$ cat src/rtl/move_decoder.sv
module move_decoder #(
  parameter logic [6:0] PFX_DST  = 7'h0B,
  parameter int         SYS_MODS = 6
) (
  input  logic        clk,
  input  logic        rst_n,
  input  logic        instr_valid,
  input  logic [15:0] instr_word,
  output logic [3:0]  dst_mod,
  output logic [4:0]  dst_idx,
  output logic        dst_sys,
  output logic [3:0]  src_mod,
  output logic [4:0]  src_idx,
  output logic        src_sys,
  output logic        src_is_reg,
  output logic [15:0] imm_val,
  output logic        pfx_take,
  output logic        pfx_active,
  output logic        irq_hold
);

  logic       fmt;
  logic [6:0] dfield;
  logic [7:0] sfield;
  logic [7:0] pfx_q;
  logic [7:0] pfx_eff;

  assign fmt    = instr_word[15];
  assign dfield = instr_word[14:8];
  assign sfield = instr_word[7:0];

  assign pfx_eff = pfx_active ? pfx_q : 8'h00;

  assign dst_mod = dfield[3:0];
  assign dst_idx = {pfx_eff[1:0], dfield[6:4]};
  assign dst_sys = (32'(dfield[3:0]) < SYS_MODS);

  assign src_mod    = sfield[3:0];
  assign src_idx    = {pfx_eff[4], sfield[7:4]};
  assign src_is_reg = fmt;
  assign src_sys    = fmt && (32'(sfield[3:0]) < SYS_MODS);
  assign imm_val    = fmt ? 16'h0000 : {pfx_eff, sfield};

  assign pfx_take = instr_valid && !fmt && (dfield == PFX_DST);
  assign irq_hold = pfx_active;

  always_ff @(posedge clk or negedge rst_n) begin
    if (!rst_n) begin
      pfx_q      <= 8'h00;
      pfx_active <= 1'b0;
    end else if (instr_valid) begin
      if (pfx_take) begin
        pfx_q      <= sfield;
        pfx_active <= 1'b1;
      end else begin
        pfx_q      <= 8'h00;
        pfx_active <= 1'b0;
      end
    end
  end

  a_r4_prefix_loads: assert property (@(posedge clk) disable iff (!rst_n)
    pfx_take |=> pfx_active && imm_val[15:8] == ($past(sfield) & {8{!fmt}}));

  a_r7_one_shot: assert property (@(posedge clk) disable iff (!rst_n)
    (instr_valid && !pfx_take) |=> !pfx_active);

  a_r7_idle_holds: assert property (@(posedge clk) disable iff (!rst_n)
    !instr_valid |=> $stable(pfx_active) && $stable(dst_idx[4:3]));

  a_r3_no_prefix_upper: assert property (@(posedge clk) disable iff (!rst_n)
    !pfx_active |-> imm_val[15:8] == 8'h00 && dst_idx[4:3] == 2'b00 && !src_idx[4]);

  a_r9_reg_move_no_load: assert property (@(posedge clk) disable iff (!rst_n)
    (instr_valid && fmt) |=> !pfx_active);

  a_r10_irq_hold: assert property (@(posedge clk) disable iff (!rst_n)
    $rose(irq_hold) |-> $past(instr_valid));

endmodule

$ cat config.mk
export PLATFORM = sky130hd
export DESIGN_NAME = move_decoder
export DESIGN_NICKNAME = d
export VERILOG_FILES = /design/src/rtl/move_decoder.sv
export SDC_FILE = /design/constraint.sdc
export NUM_CORES = 1
export LEC_CHECK = 0
export BUFFER_PORTS_ARGS = -buffer_cell sky130_fd_sc_hd__buf_4
export CORE_MARGIN = 1
export CORE_UTILIZATION = 40
export CTS_BUF_LIST = sky130_fd_sc_hd__clkbuf_4
export CTS_CLUSTER_DIAMETER = 50
export DETAILED_ROUTE_END_ITERATION = 8
export PLACE_DENSITY = 0.81
export SYNTH_ARGS = -nofsm -noshare
export SYNTH_HDL_FRONTEND = slang
export SYNTH_SLANG_ARGS = --single-unit
$ cat constraint.sdc
create_clock -name clk -period 1.3 [get_ports clk]
set_input_delay 0.13 -clock clk [delete_from_list [all_inputs] [get_ports clk]]
set_output_delay 0.13 -clock clk [all_outputs]
set_load 0.005 [all_outputs]
==> impl_metrics.csv <==
group,metric,value,unit
global_route,grt_util_met2,0.3114,
routing,postRouteAntennaNets,0,
run,cap_violations,0,
global_route,grt.overflow.total,0,
clock_network,clkLatencyLatePin,0.26,ns
power,leakage,0.5698,nW
run_status,status,"finished clean",
sta,drv_slew,0,
sta,skew,0,ns
routing,wl,1845,um
clock_network,cts_tree,"done",
placement,gp_congestion,0.6955,
finish,area_delta_synth_final,53.54,%
logic_synthesis,ys.warnings.count,0,
critical_path,worst-path-max-fanout,8,
power,vdd_ir_drop_max,0.3443,mV
sta,fmax,838.6,MHz
logic_synthesis,netlist-cell-type-count,18,
clock_network,htree_num_levels,1,
power,power_density,607.4,nW/um^2
finish,drive_gt1_frac,0.5969,
sta,timing.slew.headroom,0.8627,
placement,dp_cells,149,
finish,antenna_cells,0,
clock_network,cts_root_buf,"clkbuf_4",
clock_network,clk_pin_slew,0.06,ns
floorplanning,num_rows,15,
finish,ff_latch_area,225.2,sq um
logic_synthesis,synth_area,759.5,sq um
routing,drtPass1Iterations,4,
logic_synthesis,ys_seq_area_frac,0.2965,
logic_synthesis,synth_area_leaders,"dfrtp_1 (30%), o32ai_2 (17%), buf_4 (17%)",
logic_synthesis,synth_nets,103,
sta,finalSetupViolations,0,
placement,numPortBuffers,58,
sta,hold_viol,0,
logic_synthesis,synth_seq_cells,9,
critical_path,endpoint_kind,"primary output",
sta,worst_pin_slew,0.2042,ns
logic_synthesis,avgSynthCellArea,9.041,sq um
clock_network,post_cts.repair.setup_buffers,0,
clock_network,cts_buffers,3,
critical_path,critPathKind,"reg -> out",
routing,vias,697,
floorplanning,io_pins,59,
floorplanning,start_util,0.4351,
finish,multiInputGateArea,354.1,sq um
global_route,grt_max_degree,19,
sta,holdWs,0.1654,ns
global_route,grt_use_met3,0.01190,
critical_path,critPathArrivalTime,1.06,ns
routing,route.detailed.drc,0,
routing,first_iter_violations,15,
critical_path,critPathLaunchType,"flop",
clock_network,clockBufferDepth,2,
floorplanning,core-area,1745,sq um
logic_synthesis,yosysTopAreaCell,"dfrtp_1",
finish,final_cells,154,
sta,rsz0062_at_grt,"false",
floorplanning,die_x,45.58,um
global_route,globalRouteMet1Util,0.2247,
clock_network,cts_sinks,9,
min_path,holdCritPathClass,"in -> reg",
sta,tns,0,ns
global_route,gr-usage-all-layers,0.1806,
critical_path,required,1.17,ns
global_route,grt_antenna_before_repair,0,
logic_synthesis,synth_cells,84,
global_route,top_usage_layer,"met2",
sta,period_needed,1.193,ns
finish,fin_util,0.6681,
routing,avgViaCountPerCell,4.526,
placement,pre_cts_ws,-0.003561,ns
sta,min_period_over_period,0.9173,
finish,nets,149,
floorplanning,die_area,2077,sq um
global_route,grt_pass1_wl,2649,um
global_route,grt_pass1_vias,614,
logic_synthesis,synth_top_area_share,0.2965,
routing,wl_per_cell,11.98,um
finish,num-fill-cells,160,
sta,layout_setup_ws,0.1075,ns
floorplanning,die_h,45.58,um
==> worst paths after layout <==
check	slack (ns)	from	depth (start not counted)	to
setup / recovery	0.11	irq_hold	3	imm_val[8]
hold / removal	0.17	instr_word[4]	3	pfx_q[4]
setup reg to reg	0.53	irq_hold	3	irq_hold
hold reg to reg	0.53	pfx_q[3]	2	pfx_q[3]
max in group asynchronous	0.93	rst_n	2	irq_hold
min in group asynchronous	0.24	rst_n	2	pfx_q[5]
==> cell type report <==
type | instances | share of cell area
Multi-Input combinational cell | 43 | 0.3036
Sequential cell | 9 | 0.1931
Clock buffer | 4 | 0.02575
Tap cell | 25 | 0.02682
Timing Repair Buffer | 63 | 0.4185
Inverter | 10 | 0.03219
==> metal layers <==
metal,share of wire,wire length [um],vias to the layer above
met1,0.43,795,315
met4,0,0,0
met5,0,0,-
met3,0.053,97,0
met2,0.52,953,35
li1,-,-,347
==> synthesized netlist by cell type <==
cell type	n
buf_4	17
and2_1	11
inv_1	10
dfrtp_1	9
nor2b_1	9
nand2_1	8
o32ai_2	8
clkbuf_1	2
a211oi_1	1
a21oi_1	1
buf_1	1
buf_2	1
buf_6	1
nand2b_1	1
nand4bb_1	1
nor3_1	1
o31ai_1	1
or4b_4	1
==> registers in the layout, summed over array words and instances (netlist names) <==
name	flops
irq_hold	1
pfx_q	8
==> cells in the final DEF (no fill, tap or decap) <==
cell and instances:
buf_4 61, nor2b_4 1, and2_1 11, dlygate4sd3_1 1, inv_1 10, nor2b_1 8
o32ai_2 8, nand2b_1 1, dfrtp_1 9, buf_12 1, or4b_4 1, a211oi_1 1
nand2_1 8, nor3_2 1, clkbuf_4 4, nand4bb_1 1, o31ai_1 1, a21oi_1 1
==> power breakdown <==
part / internal [W] / leakage [nW] / total (W) / switching [W]
Sequential: 0.000281 / 0.126 / 0.000281 / 0.000000375
Clock: 0.000139 / 0.0184 / 0.000238 / 0.0000984
Combinational: 0.000109 / 0.426 / 0.000190 / 0.0000805
==> kinds of logic (layout without fill, tap and decap cells) <==
logic type,Yosys count,in the layout,share of synthesized area
buffers and inverters,32,77,0.2537
DFF,9,9,0.2965
AOI/OAI and AO/OA,11,11,0.1977
and+or+nand+nor,32,32,0.2521
==> per-stage QoR <==
stage	total power (W)	instance area, sq um
finish	0.0007083	1166
global route	0.0007471	1166
CTS	0.0007179	1156
detailed placement	0.0004733	1114
global placement	0.0004675	1114
floorplan	0.0003771	759.5
==> worst max-delay path: stages, from the launching register on <==
cell,delay [ns]
dfrtp_1,0.38
nor2b_4,0.14
and2_1,0.16
buf_4,0.13
==> timing repair <==
item,CTS,global route
setup endpoints to repair,8,9
hold endpoints to repair,9,0
pin swaps,0,0
gates resized for setup,1,2
hold buffers,1,0
Power figures use the tool's default switching activity.
